File: src/rtl/exch_pkg.sv
package exch_pkg;
  localparam int unsigned DEF_W   = 12;
  localparam int unsigned NUM_FWD = 2;   // A->1B, A->2B
  localparam int unsigned NUM_RET = 2;   // 1B->A, 2B->A
  localparam int unsigned NUM_OE  = 2;   // A side, B side

  typedef enum logic {
    PATH_B2 = 1'b0,
    PATH_B1 = 1'b1
  } path_e;
endpackage

File: src/rtl/exch_load_reg.sv
module exch_load_reg #(
  parameter int unsigned W = 12
) (
  input  logic         clk_i,
  input  logic         rst_ni,
  input  logic         ld_ni,
  input  logic [W-1:0] d_i,
  output logic [W-1:0] q_o
);
  always_ff @(posedge clk_i or negedge rst_ni) begin
    if (!rst_ni)     q_o <= '0;
    else if (!ld_ni) q_o <= d_i;
  end
endmodule

File: src/rtl/exch_return_path.sv
module exch_return_path
  import exch_pkg::*;
#(
  parameter int unsigned W = 12
) (
  input  logic                      clk_i,
  input  logic                      rst_ni,
  input  logic                      sel_b1_i,
  input  logic [NUM_RET-1:0]        ld_ni,    // [0]=1B, [1]=2B
  input  logic [NUM_RET-1:0][W-1:0] d_i,
  output logic [W-1:0]              q_o
);
  logic [NUM_RET-1:0][W-1:0] ret_q;
  path_e                     path_q;

  for (genvar i = 0; i < NUM_RET; i++) begin : g_ret
    exch_load_reg #(.W(W)) u_reg (
      .clk_i (clk_i),
      .rst_ni(rst_ni),
      .ld_ni (ld_ni[i]),
      .d_i   (d_i[i]),
      .q_o   (ret_q[i])
    );
  end

  // select captured on the edge, never seen combinationally
  always_ff @(posedge clk_i or negedge rst_ni) begin
    if (!rst_ni) path_q <= PATH_B2;
    else         path_q <= path_e'(sel_b1_i);
  end

  assign q_o = (path_q == PATH_B1) ? ret_q[0] : ret_q[1];
endmodule

File: src/rtl/exch_oe_sync.sv
module exch_oe_sync #(
  parameter int unsigned N = 2
) (
  input  logic         clk_i,
  input  logic         rst_ni,
  input  logic [N-1:0] oe_ni,
  output logic [N-1:0] drv_o
);
  for (genvar i = 0; i < N; i++) begin : g_oe
    always_ff @(posedge clk_i or negedge rst_ni) begin
      if (!rst_ni) drv_o[i] <= 1'b0;
      else         drv_o[i] <= ~oe_ni[i];
    end
  end
endmodule

File: src/rtl/bus_exchanger.sv
module bus_exchanger
  import exch_pkg::*;
#(
  parameter int unsigned DATA_W = DEF_W
) (
  input  logic              clk_i,
  input  logic              rst_ni,
  input  logic [DATA_W-1:0] a_i,
  output logic [DATA_W-1:0] a_o,
  output logic              a_drv_o,
  input  logic [DATA_W-1:0] b1_i,
  output logic [DATA_W-1:0] b1_o,
  input  logic [DATA_W-1:0] b2_i,
  output logic [DATA_W-1:0] b2_o,
  output logic              b_drv_o,
  input  logic              sel_b1_i,
  input  logic              ld_b1a_ni,
  input  logic              ld_b2a_ni,
  input  logic              ld_ab1_ni,
  input  logic              ld_ab2_ni,
  input  logic              oe_a_ni,
  input  logic              oe_b_ni
);
  logic [NUM_FWD-1:0]             fwd_ld_n;
  logic [NUM_FWD-1:0][DATA_W-1:0] fwd_q;
  logic [NUM_RET-1:0]             ret_ld_n;
  logic [NUM_RET-1:0][DATA_W-1:0] ret_d;
  logic [NUM_OE-1:0]              oe_n;
  logic [NUM_OE-1:0]              drv;

  assign fwd_ld_n = {ld_ab2_ni, ld_ab1_ni};
  assign ret_ld_n = {ld_b2a_ni, ld_b1a_ni};
  assign ret_d    = {b2_i, b1_i};
  assign oe_n     = {oe_b_ni, oe_a_ni};

  for (genvar i = 0; i < NUM_FWD; i++) begin : g_fwd
    exch_load_reg #(.W(DATA_W)) u_fwd (
      .clk_i (clk_i),
      .rst_ni(rst_ni),
      .ld_ni (fwd_ld_n[i]),
      .d_i   (a_i),
      .q_o   (fwd_q[i])
    );
  end

  exch_return_path #(.W(DATA_W)) u_ret (
    .clk_i   (clk_i),
    .rst_ni  (rst_ni),
    .sel_b1_i(sel_b1_i),
    .ld_ni   (ret_ld_n),
    .d_i     (ret_d),
    .q_o     (a_o)
  );

  exch_oe_sync #(.N(NUM_OE)) u_oe (
    .clk_i (clk_i),
    .rst_ni(rst_ni),
    .oe_ni (oe_n),
    .drv_o (drv)
  );

  assign b1_o    = fwd_q[0];
  assign b2_o    = fwd_q[1];
  assign a_drv_o = drv[0];
  assign b_drv_o = drv[1];
endmodule

File: config.mk
export PLATFORM = sky130hd
export DESIGN_NAME = bus_exchanger
export DESIGN_NICKNAME = d
export VERILOG_FILES = /design/src/rtl/exch_pkg.sv /design/src/rtl/exch_load_reg.sv /design/src/rtl/exch_return_path.sv /design/src/rtl/exch_oe_sync.sv /design/src/rtl/bus_exchanger.sv
export SDC_FILE = /design/constraint.sdc
export NUM_CORES = 1
export LEC_CHECK = 0
export BUFFER_PORTS_ARGS = -buffer_cell sky130_fd_sc_hd__buf_2
export CORE_ASPECT_RATIO = 1.2
export CORE_MARGIN = 3
export CORE_UTILIZATION = 52
export CTS_CLUSTER_DIAMETER = 80
export DETAILED_ROUTE_END_ITERATION = 6
export HOLD_SLACK_MARGIN = 0.02
export PLACE_DENSITY = 0.95
export RECOVER_POWER = 100
export REMOVE_ABC_BUFFERS = 1
export SLEW_MARGIN = 15
export SYNTH_ARGS = -nofsm -noshare
export SYNTH_HDL_FRONTEND = slang
export SYNTH_SLANG_ARGS = --single-unit
File: constraint.sdc
create_clock -name clk_i -period 1.7 [get_ports clk_i]
set_input_delay 0.34 -clock clk_i [delete_from_list [all_inputs] [get_ports clk_i]]
set_output_delay 0.34 -clock clk_i [all_outputs]
set_load 0.01 [all_outputs]
==> results of run 1 <==
## metal layers
| metal | GRT usage, % | up-vias | wire length (µm) |
|---|---|---|---|
| met2 | 29.7 | 66 | 1960 |
| li1 | - | 584 | - |
| met5 | 0 | - | 0 |
| met3 | 5.12 | 4 | 367 |
| met4 | 4.98 | 0 | 21 |
| met1 | 21.6 | 596 | 1620 |
## area by class of cell
class,instances,share of cell area (%)
Sequential cell,51,49.5
Multi-Input combinational cell,60,28.4
Timing Repair Buffer,84,15.3
Clock buffer,8,3.88
Tap cell,54,2.62
Inverter,2,0.291
## report_power, final
group | total [W] | switching [W] | internal, W | leakage [nW]
Sequential | 0.00139 | 0.0000639 | 0.00133 | 0.596
Clock | 0.000726 | 0.000355 | 0.000372 | 0.0515
Combinational | 0.000412 | 0.000193 | 0.000219 | 0.565
## registers in the layout, summed over array words and instances, names as in the netlist
name and count:
g_fwd.u_fwd.q_o 24, u_ret.g_ret.u_reg.q_o 24, u_oe.drv_o 2, u_ret.path_q 1
## layout by cell type, fill, tap and decap left out
cell,n
sky130_fd_sc_hd__clkbuf_8,7
sky130_fd_sc_hd__inv_1,2
sky130_fd_sc_hd__dfrtp_1,51
sky130_fd_sc_hd__clkbuf_2,8
sky130_fd_sc_hd__buf_2,43
sky130_fd_sc_hd__clkbuf_1,33
sky130_fd_sc_hd__mux2_1,35
sky130_fd_sc_hd__buf_12,1
sky130_fd_sc_hd__mux2_2,10
sky130_fd_sc_hd__mux2_4,15
## path summary, 6_finish.rpt
kind                       cells past startpoint                   startpoint  slack [ns]                          end
setup / recovery                               3                 u_ret.path_q        0.05                       a_o[4]
hold / removal                                 1                     sel_b1_i        0.16                 u_ret.path_q
setup reg to reg                               1  u_ret.g_ret[1].u_reg.q_o[5]        0.86  u_ret.g_ret[1].u_reg.q_o[5]
hold reg to reg                                1        g_fwd[1].u_fwd.q_o[6]        0.50        g_fwd[1].u_fwd.q_o[6]
max in group asynchronous                      2                       rst_ni        0.61  u_ret.g_ret[0].u_reg.q_o[9]
min in group asynchronous                      2                       rst_ni        0.37  u_ret.g_ret[0].u_reg.q_o[8]
## synthesized netlist by cell type
library cell / count / area (µm²)
sky130_fd_sc_hd__mux2_4: 50 / 751
sky130_fd_sc_hd__dfrtp_1: 51 / 1280
sky130_fd_sc_hd__mux2_2: 10 / 113
sky130_fd_sc_hd__buf_6: 5 / 56.3
sky130_fd_sc_hd__inv_1: 2 / 7.51
## metrics by stage
step / utilization (%) / hold WS (ns) / TNS [ns] / std cells / instance area (µm²)
floorplan: - / 0.0444 / 0 / 113 / 2150
global placement: 66.3 / 0.347 / 0 / 251 / 2650
detailed placement: 66.3 / 0.348 / 0 / 251 / 2650
CTS: 68.8 / 0.0314 / 0 / 259 / 2760
global route: 64.4 / 0.138 / -0.0107 / 259 / 2580
finish: 64.4 / 0.158 / 0 / 259 / 2580
## logic make-up after synthesis
logic type             count (synthesis)
DFF                                   51
muxes                                 60
buffers and inverters                  7
## what timing repair did
item | in CTS | in global routing
resized for setup | 1 | 2
endpoints found under the hold margin | 0 | 0
endpoints found under the setup margin | 2 | 2
==> reports/summary.md, run 1 <==
Routing
- **TritonRoute pass-1 iters** 3
- **detail-routed net length per standard cell** 15.3 µm
- **number of antenna-violating nets in the routed design** 0
- **overall routed net length** 3.97 mm
- **Vias** 1250
- **ratio of routed vias to standard cells** 4.83
- **DRT iter0 DRCs** 40
- **residual DRC count** 0

Flow run
- **max-cap violations** 0

Timing
- **number of slew-limit violations in the final report** 0
- **maximum frequency from static timing analysis** 607 MHz
- **Min Clock Period, post-route** 1.65 ns
- **slew of the pin with the lowest slew margin** 1.19 ns
- **worst setup skew after layout** 0 ns
- **Finish-stage setup viols** 0
- **unrepaired setup endpoints after global routing** true
- **headroom to the max-slew limit** 20.6%
- **crit path setup slack, layout** 0.0531 ns
- **final cycle utilization of the critical path** 96.9%
- **endpoints failing hold** 0

Critical path
- **startpoint type of the worst setup path** flop
- **largest fanout on the critical path** 12
- **Worst Path Buf+Inv** 2
- **category of the most critical setup path** flop to output port
- **WP data required** 1.36 ns
- **top cell family by delay on the critical path** flip-flops
- **critical path data arrival time** 1.31 ns
- **category of the worst setup path capture point** output port
- **ordered cell list for the critical path** buf_12 -> mux2_2 -> buf_2
- **Crit path largest cell delay** 0.38 ns
- **cell with the largest stage delay on the worst path** sky130_fd_sc_hd__dfrtp_1

Clock network
- **CTS tree** yes
- **number of buffers between clock root and the deepest sink** 2
- **Hold Buf Count CTS** 0
- **Clk Latency, worst-skew pair** 0.29 ns
- **level count of the clock H-tree** 2
- **root cell of the clock tree** sky130_fd_sc_hd__clkbuf_8
- **CTS sink cnt** 51
- **clock transition time at the flip-flop clock pins of the worst setup and hold paths** 0.08 ns
- **number of post-CTS setup repair buffers** 0
- **TritonCTS Buffers** 5

Synth
- **portion of netlist area occupied by mux cells** 39.2%
- **number of synthesis warnings** 0
- **Synth Area in Simple Gates** 0%
- **post-synthesis cell type count** 5
- **Syn Std Cell Area** 2200 µm²
- **post-synthesis share of cell area spent on xor and xnor gates** 0%
- **fraction of the yosys area taken by sequential cells** 57.9%
- **Compound-Gate Fraction of Synth Area** 0%
- **synthesis-stage register bit count** 51
- **instance count of the mapped netlist** 118
- **combinational family with the most area after synthesis** multiplexers
- **post-synthesis share of cell area spent on full adders, half adders and majority gates** 0%
- **Syn Area/Cell** 18.7 µm²

Placed design
- **count of port buffers added during placement** 82
- **final estimated routing congestion in global placement** 0.688
- **total half-perimeter wirelength after legalization and detailed placement** 2.94 mm
- **worst-case setup slack after placement** 0.332 ns

Floorplanning
- **Die Area** 5060 µm²
- **IO Count** 83
- **Cell Rows** 25
- **core area** 4000 µm²
- **die width** 65.4 µm
- **vertical die dimension** 77.3 µm
- **starting density of the core** 55.0%

Power and ir drop
- **leakage power** 1.21 nW
- **pwr/cell area** 982 nW/µm²
- **power consumption** 0.00253 W
- **maximum resistive drop on vdd** 0.587 mV

Min path
- **class of the tightest hold or removal check** input pin to flop

Layout
- **final-layout fill cell count** 360
- **layout overhead on the synthesized area** 17.0%
- **area of the multi-input gates** 732 µm²
- **ant diodes** 0
- **total number of nets in the final design** 249
- **fraction of final layout cells sized beyond drive strength 1** 41.0%
- **area taken by flip-flops and latches** 1280 µm²

Global routing
- **wire length of the first global-routing pass** 6.81 mm
- **total routing resource utilization after global routing** 17.6%
- **initial antenna violation count** 0
- **via count of the first global-routing pass** 1444
- **GR Overflow Total** 0
- **pin count of the biggest net entering global routing** 52

Outcome
- **run status** finished, final reports clean

No activity file was read; power rests on OpenSTA's default activity.
==> run 2: changes to the inputs <==
CORE_UTILIZATION = 48   (was 52)
PLACE_DENSITY = 0.89   (was 0.95)
SKIP_CTS_REPAIR_TIMING = 1   (was default)
clock period = 1.8 ns   (was 1.7 ns; I/O delays follow)
==> reports/summary.md, run 2 (same netlist as run 1, synthesis figures left out) <==
Power and ir drop
- **fraction of power spent switching nets** 24.2%
- **Comb power frac** 15.5%
- **Clk network pwr share** 29.0%
- **leakage power** 1.17 nW
- **sequential cell fraction of total power** 55.5%
- **switching power** 0.000573 W
- **internal power** 0.00179 W
- **power consumption** 0.00236 W
- **pwr/cell area** 928 nW/µm²
- **maximum resistive drop on vdd** 0.495 mV

Timing
- **worst setup skew after layout** 0 ns
- **Min Clock Period, post-route** 1.70 ns
- **number of slew-limit violations in the final report** 0
- **crit path setup slack, layout** 0.103 ns
- **endpoints failing hold** 0
- **unrepaired setup endpoints after global routing** false
- **TNS Setup** 0 ns
- **headroom to the max-slew limit** 37.8%
- **Finish-stage setup viols** 0
- **final cycle utilization of the critical path** 94.3%
- **maximum frequency from static timing analysis** 589 MHz
- **slew of the pin with the lowest slew margin** 0.934 ns
- **hold slack** 0.193 ns

Placed design
- **count of port buffers added during placement** 82
- **final estimated routing congestion in global placement** 0.692
- **placed cell areas** 2660 µm²
- **worst-case setup slack after placement** 0.379 ns
- **total half-perimeter wirelength after legalization and detailed placement** 3.02 mm

Critical path
- **top cell family by delay on the critical path** buffers and inverters
- **category of the worst setup path capture point** output port
- **category of the most critical setup path** flop to output port
- **cell with the largest stage delay on the worst path** sky130_fd_sc_hd__mux2_2
- **setup slack of the worst register-to-register path** 0.98 ns
- **critical path data arrival time** 1.34 ns
- **cell count along the critical path** 3
- **startpoint type of the worst setup path** flop
- **Crit path largest cell delay** 0.35 ns
- **WP data required** 1.44 ns
- **largest fanout on the critical path** 12
- **number of cells on the worst reg-to-reg path** 1
- **Worst Path Buf+Inv** 2
- **ordered cell list for the critical path** buf_4 -> mux2_2 -> buf_2

Routing
- **overall routed net length** 4.01 mm
- **residual DRC count** 0
- **ratio of routed vias to standard cells** 4.87
- **detail-routed net length per standard cell** 15.3 µm
- **number of antenna-violating nets in the routed design** 0
- **DRT iter0 DRCs** 20
- **Vias** 1276
- **TritonRoute pass-1 iters** 4

Clock network
- **CTS tree** yes
- **clock transition time at the flip-flop clock pins of the worst setup and hold paths** 0.08 ns
- **level count of the clock H-tree** 2
- **root cell of the clock tree** sky130_fd_sc_hd__clkbuf_8
- **number of buffers between clock root and the deepest sink** 2
- **CTS sink cnt** 51
- **Clk Latency, worst-skew pair** 0.29 ns
- **TritonCTS Buffers** 5

Global routing
- **GR Overflow Total** 0
- **wire length of the first global-routing pass** 6.58 mm
- **via count of the first global-routing pass** 1389
- **total routing resource utilization after global routing** 16.0%
- **initial antenna violation count** 0
- **pin count of the biggest net entering global routing** 35

Floorplanning
- **IO Count** 83
- **vertical die dimension** 80.2 µm
- **core area** 4330 µm²
- **die width** 67.9 µm
- **starting density of the core** 50.9%
- **Cell Rows** 26
- **Die Area** 5440 µm²

Layout
- **top library cells by usage in the layout, fill and taps aside** 51 x sky130_fd_sc_hd__dfrtp_1, 51 x sky130_fd_sc_hd__buf_2, 45 x sky130_fd_sc_hd__mux2_1, 32 x sky130_fd_sc_hd__clkbuf_1, 10 x sky130_fd_sc_hd__mux2_2
- **total number of nets in the final design** 250
- **ant diodes** 0
- **layout overhead on the synthesized area** 15.7%
- **post-route cell area** 2550 µm²
- **largest registers** g_fwd.u_fwd.q_o (24), u_ret.g_ret.u_reg.q_o (24), u_oe.drv_o (2)
- **fraction of final layout cells sized beyond drive strength 1** 36.4%

Outcome
- **run status** finished, final reports clean

Flow run
- **max-cap violations** 0

Min path
- **class of the tightest hold or removal check** input pin to flop
- **cell depth of the worst min-delay path** 1

run 2: cell count changes in the layout (fill, tap and decap cells not counted), sizes merged:
| cell | delta |
|---|---|
| clkbuf | -9 |
| buf | +9 |
| dlygate4sd3 | +1 |
run 2: power groups by stage:
| stage | clock, W | combinational (W) | sequential [W] |
|---|---|---|---|
| 2_1_floorplan | 0 | 0.000240 | 0.00136 |
| 3_3_place_gp | 0 | 0.000478 | 0.00133 |
| 3_5_place_dp | 0 | 0.000493 | 0.00134 |
| 4_1_cts | 0.000714 | 0.000494 | 0.00132 |
| 5_1_grt | 0.000757 | 0.000406 | 0.00133 |
| 6_report | 0.000685 | 0.000366 | 0.00131 |
run 2: routing by layer:
metal	vias up	global-route usage, %	part of all wire, %
met5	-	0	0
met4	0	4.17	0.87
met3	4	4.48	8.7
met2	63	26.5	48
met1	624	20.6	42
li1	585	-	-
run 2: cell type report:
type                       count  area [µm²]
clock buffer                   8         100
multi-input combinational     60         694
sequential                    51        1280
fill                         397        1780
tap                           56        70.1
inverter                       2        7.51
timing repair buffer          85         400
run 2: metrics by stage:
stage / utilization, % / cells
3_5_place_dp: 61.4 / 253
3_3_place_gp: 61.4 / 253
5_1_grt: 58.9 / 262
4_1_cts: 63.7 / 261
6_report: 58.9 / 262
2_1_floorplan: - / 113
run 2: worst paths after layout:
check,start,end
hold reg to reg,u_ret.g_ret[1].u_reg.q_o[2],u_ret.g_ret[1].u_reg.q_o[2]
hold / removal,sel_b1_i,u_ret.path_q
setup reg to reg,g_fwd[1].u_fwd.q_o[4],g_fwd[1].u_fwd.q_o[4]
max in group asynchronous,rst_ni,u_ret.path_q
min in group asynchronous,rst_ni,g_fwd[0].u_fwd.q_o[2]
setup / recovery,u_ret.path_q,a_o[5]
==> run 3: changes to the inputs <==
CORE_UTILIZATION = 44   (was 48)
PLACE_DENSITY = 0.87   (was 0.89)
SYNTH_HIERARCHICAL = 1   (was default)
clock period = 1.4 ns   (was 1.8 ns; I/O delays follow)
==> reports/summary.md, run 3 <==
Clock network
- **level count of the clock H-tree** 2
- **number of buffers between clock root and the deepest sink** 2
- **clock transition time at the flip-flop clock pins of the worst setup and hold paths** 0.08 ns
- **CTS sink cnt** 51
- **Clk Latency, worst-skew pair** 0.29 ns
- **TritonCTS Buffers** 5
- **CTS tree** yes
- **root cell of the clock tree** sky130_fd_sc_hd__clkbuf_8

Synth
- **largest cells by area after synthesis** sky130_fd_sc_hd__dfrtp_1 58%, sky130_fd_sc_hd__mux2_4 34%, sky130_fd_sc_hd__mux2_2 5.1%
- **fraction of the yosys area taken by sequential cells** 57.9%
- **number of synthesis warnings** 6
- **share of the synthesized area in the top cell type** 57.9%
- **most used flip-flop cell after synthesis** sky130_fd_sc_hd__dfrtp_1
- **Syn Std Cell Area** 2200 µm²
- **synthesis-stage register bit count** 51
- **number of flops mapped to enable cells by yosys** 0
- **post-synthesis cell type count** 5
- **dominant cell by count in the synthesized netlist** sky130_fd_sc_hd__dfrtp_1
- **instance count of the mapped netlist** 118
- **library cell with the largest summed area after synthesis** sky130_fd_sc_hd__dfrtp_1
- **proportion of synthesized flip-flops having asynchronous set or reset** 100%
- **commonest cells in the synthesized netlist** 51 x sky130_fd_sc_hd__dfrtp_1, 50 x sky130_fd_sc_hd__mux2_4, 10 x sky130_fd_sc_hd__mux2_2
- **Syn Area/Cell** 18.7 µm²

Power and ir drop
- **sequential cell fraction of total power** 53.8%
- **fraction of power spent switching nets** 24.1%
- **leakage power** 1.26 nW
- **power consumption** 0.00315 W
- **switching power** 0.000758 W
- **Clk network pwr share** 28.1%
- **pwr/cell area** 1170 nW/µm²
- **internal power** 0.00239 W
- **maximum resistive drop on vdd** 0.673 mV
- **Comb power frac** 18.1%

Floorplanning
- **Die Area** 5900 µm²
- **starting density of the core** 46.9%
- **IO Count** 83
- **Cell Rows** 27
- **vertical die dimension** 83.5 µm
- **core area** 4700 µm²
- **die width** 70.6 µm

Routing
- **Vias** 1297
- **overall routed net length** 4.17 mm
- **ratio of routed vias to standard cells** 4.89
- **detail-routed net length per standard cell** 15.7 µm
- **number of antenna-violating nets in the routed design** 0
- **TritonRoute pass-1 iters** 4
- **DRT iter0 DRCs** 56
- **residual DRC count** 0

Placed design
- **placed cell areas** 2670 µm²
- **total half-perimeter wirelength after legalization and detailed placement** 2.95 mm
- **count of port buffers added during placement** 82
- **Placed Cells incl. Taps** 255
- **final estimated routing congestion in global placement** 0.714

Critical path
- **largest fanout on the critical path** 6
- **category of the worst setup path capture point** output port
- **category of the most critical setup path** flop to output port
- **WP data required** 1.12 ns
- **critical path data arrival time** 1.33 ns
- **startpoint type of the worst setup path** flop

Timing
- **crit path setup slack, layout** -0.207 ns
- **Finish-stage setup viols** 12
- **TNS Setup** -2.34 ns
- **worst setup skew after layout** 0 ns
- **unrepaired setup endpoints after global routing** true
- **maximum frequency from static timing analysis** 622 MHz
- **endpoints failing hold** 0
- **Min Clock Period, post-route** 1.61 ns
- **final cycle utilization of the critical path** 115%
- **headroom to the max-slew limit** 51.7%
- **number of slew-limit violations in the final report** 0
- **slew of the pin with the lowest slew margin** 0.725 ns

Outcome
- **run status** finished with violations
- **failing checks** negative setup slack

Layout
- **most frequent standard cell in the layout excluding fill and tap cells** sky130_fd_sc_hd__dfrtp_1
- **Cell Count, Final, Fillers Out** 265
- **area of the multi-input gates** 728 µm²
- **top library cells by usage in the layout, fill and taps aside** 50 x sky130_fd_sc_hd__dfrtp_1, 42 x sky130_fd_sc_hd__buf_2, 38 x sky130_fd_sc_hd__mux2_1, 29 x sky130_fd_sc_hd__clkbuf_1, 14 x sky130_fd_sc_hd__mux2_4
- **layout overhead on the synthesized area** 22.5%
- **final-layout fill cell count** 409
- **area taken by flip-flops and latches** 1280 µm²
- **fraction of final layout cells sized beyond drive strength 1** 42.0%
- **ant diodes** 0
- **largest registers** g_fwd.u_fwd/q_o (24), u_ret/g_ret.u_reg/q_o (24), u_oe/drv_o (2)
- **total number of nets in the final design** 251
- **post-route cell area** 2700 µm²

Flow run
- **max-cap violations** 0

Min path
- **class of the tightest hold or removal check** input pin to flop

Global routing
- **via count of the first global-routing pass** 1384
- **wire length of the first global-routing pass** 7.01 mm
- **total routing resource utilization after global routing** 15.1%
- **GR Overflow Total** 0
- **initial antenna violation count** 0
- **pin count of the biggest net entering global routing** 52

==> run 3: cell types whose count changed in the layout (fill, tap and decap cells not counted) <==
cell                        previous run  this run
sky130_fd_sc_hd__dfrtp_1              51        50
sky130_fd_sc_hd__buf_4                 1         0
sky130_fd_sc_hd__mux2_4                5        14
sky130_fd_sc_hd__buf_2                51        42
sky130_fd_sc_hd__clkbuf_16             0         1
sky130_fd_sc_hd__mux2_2               10         8
sky130_fd_sc_hd__dfrtp_2               0         1
sky130_fd_sc_hd__buf_6                 1        12
sky130_fd_sc_hd__mux2_1               45        38
sky130_fd_sc_hd__clkbuf_1             32        29
sky130_fd_sc_hd__buf_12                0         1
sky130_fd_sc_hd__clkbuf_4              0         1
==> run 3: path summary, 6_finish.rpt <==
kind / startpoint / to / slack, ns / depth (start not counted)
setup / recovery: u_ret/path_q / a_o[0] / -0.21 / 3
hold / removal: sel_b1_i / u_ret/path_q / 0.09 / 1
setup reg to reg: g_fwd[1].u_fwd/q_o[2] / g_fwd[1].u_fwd/q_o[2] / 0.58 / 1
hold reg to reg: u_ret/g_ret[1].u_reg/q_o[4] / u_ret/g_ret[1].u_reg/q_o[4] / 0.50 / 1
max in group asynchronous: rst_ni / u_ret/path_q / 0.26 / 3
min in group asynchronous: rst_ni / u_oe/drv_o[0] / 0.67 / 3
==> run 3: cells by family (layout without fill, tap and decap cells) <==
logic type,after synthesis,count (layout),synth area share [%]
multiplexers,60,60,39.2
buffers and inverters,7,96,2.90
flip-flops,51,51,57.9
==> run 3: metal layers <==
| layer | track usage [%] | wire (µm) |
|---|---|---|
| met3 | 4.82 | 327 |
| met5 | 0 | 0 |
| met1 | 20.7 | 1810 |
| met2 | 22.7 | 1980 |
| met4 | 4.62 | 50 |
==> run 3: worst max-delay path, cell delays in order, from the launching register on <==
cell                        delay [ns]
sky130_fd_sc_hd__dfrtp_2          0.44
sky130_fd_sc_hd__clkbuf_16        0.17
sky130_fd_sc_hd__mux2_4           0.30
sky130_fd_sc_hd__buf_6            0.12
==> run 3: final cells by class <==
class / instances / share of cell area [%]
flip-flops and latches: 51 / 47.3
inverters: 2 / 0.278
repair buffers: 86 / 19.0
clock buffers: 8 / 3.71
well taps: 58 / 2.69
multi-input cells: 60 / 27.0
==> run 3: through the flow <==
stage | worst slack (ns) | hold WS (ns) | util [%]
after detailed placement | 0.138 | 0.294 | 56.9
after floorplan | 0.0475 | -0.0156 | -
final | -0.207 | 0.0904 | 57.5
after global routing | -0.261 | 0.0712 | 57.5
after CTS | -0.201 | -0.0373 | 59.0
after global placement | 0.141 | 0.288 | 56.9
==> run 3: power by group through the flow <==
stage                     combinational [W]  clock (W)  sequential (W)
after global placement             0.000618          0         0.00172
after global routing               0.000618   0.000998         0.00172
after detailed placement           0.000636          0         0.00172
after CTS                          0.000636   0.000934         0.00170
final                              0.000569   0.000884         0.00170
after floorplan                    0.000309          0         0.00175
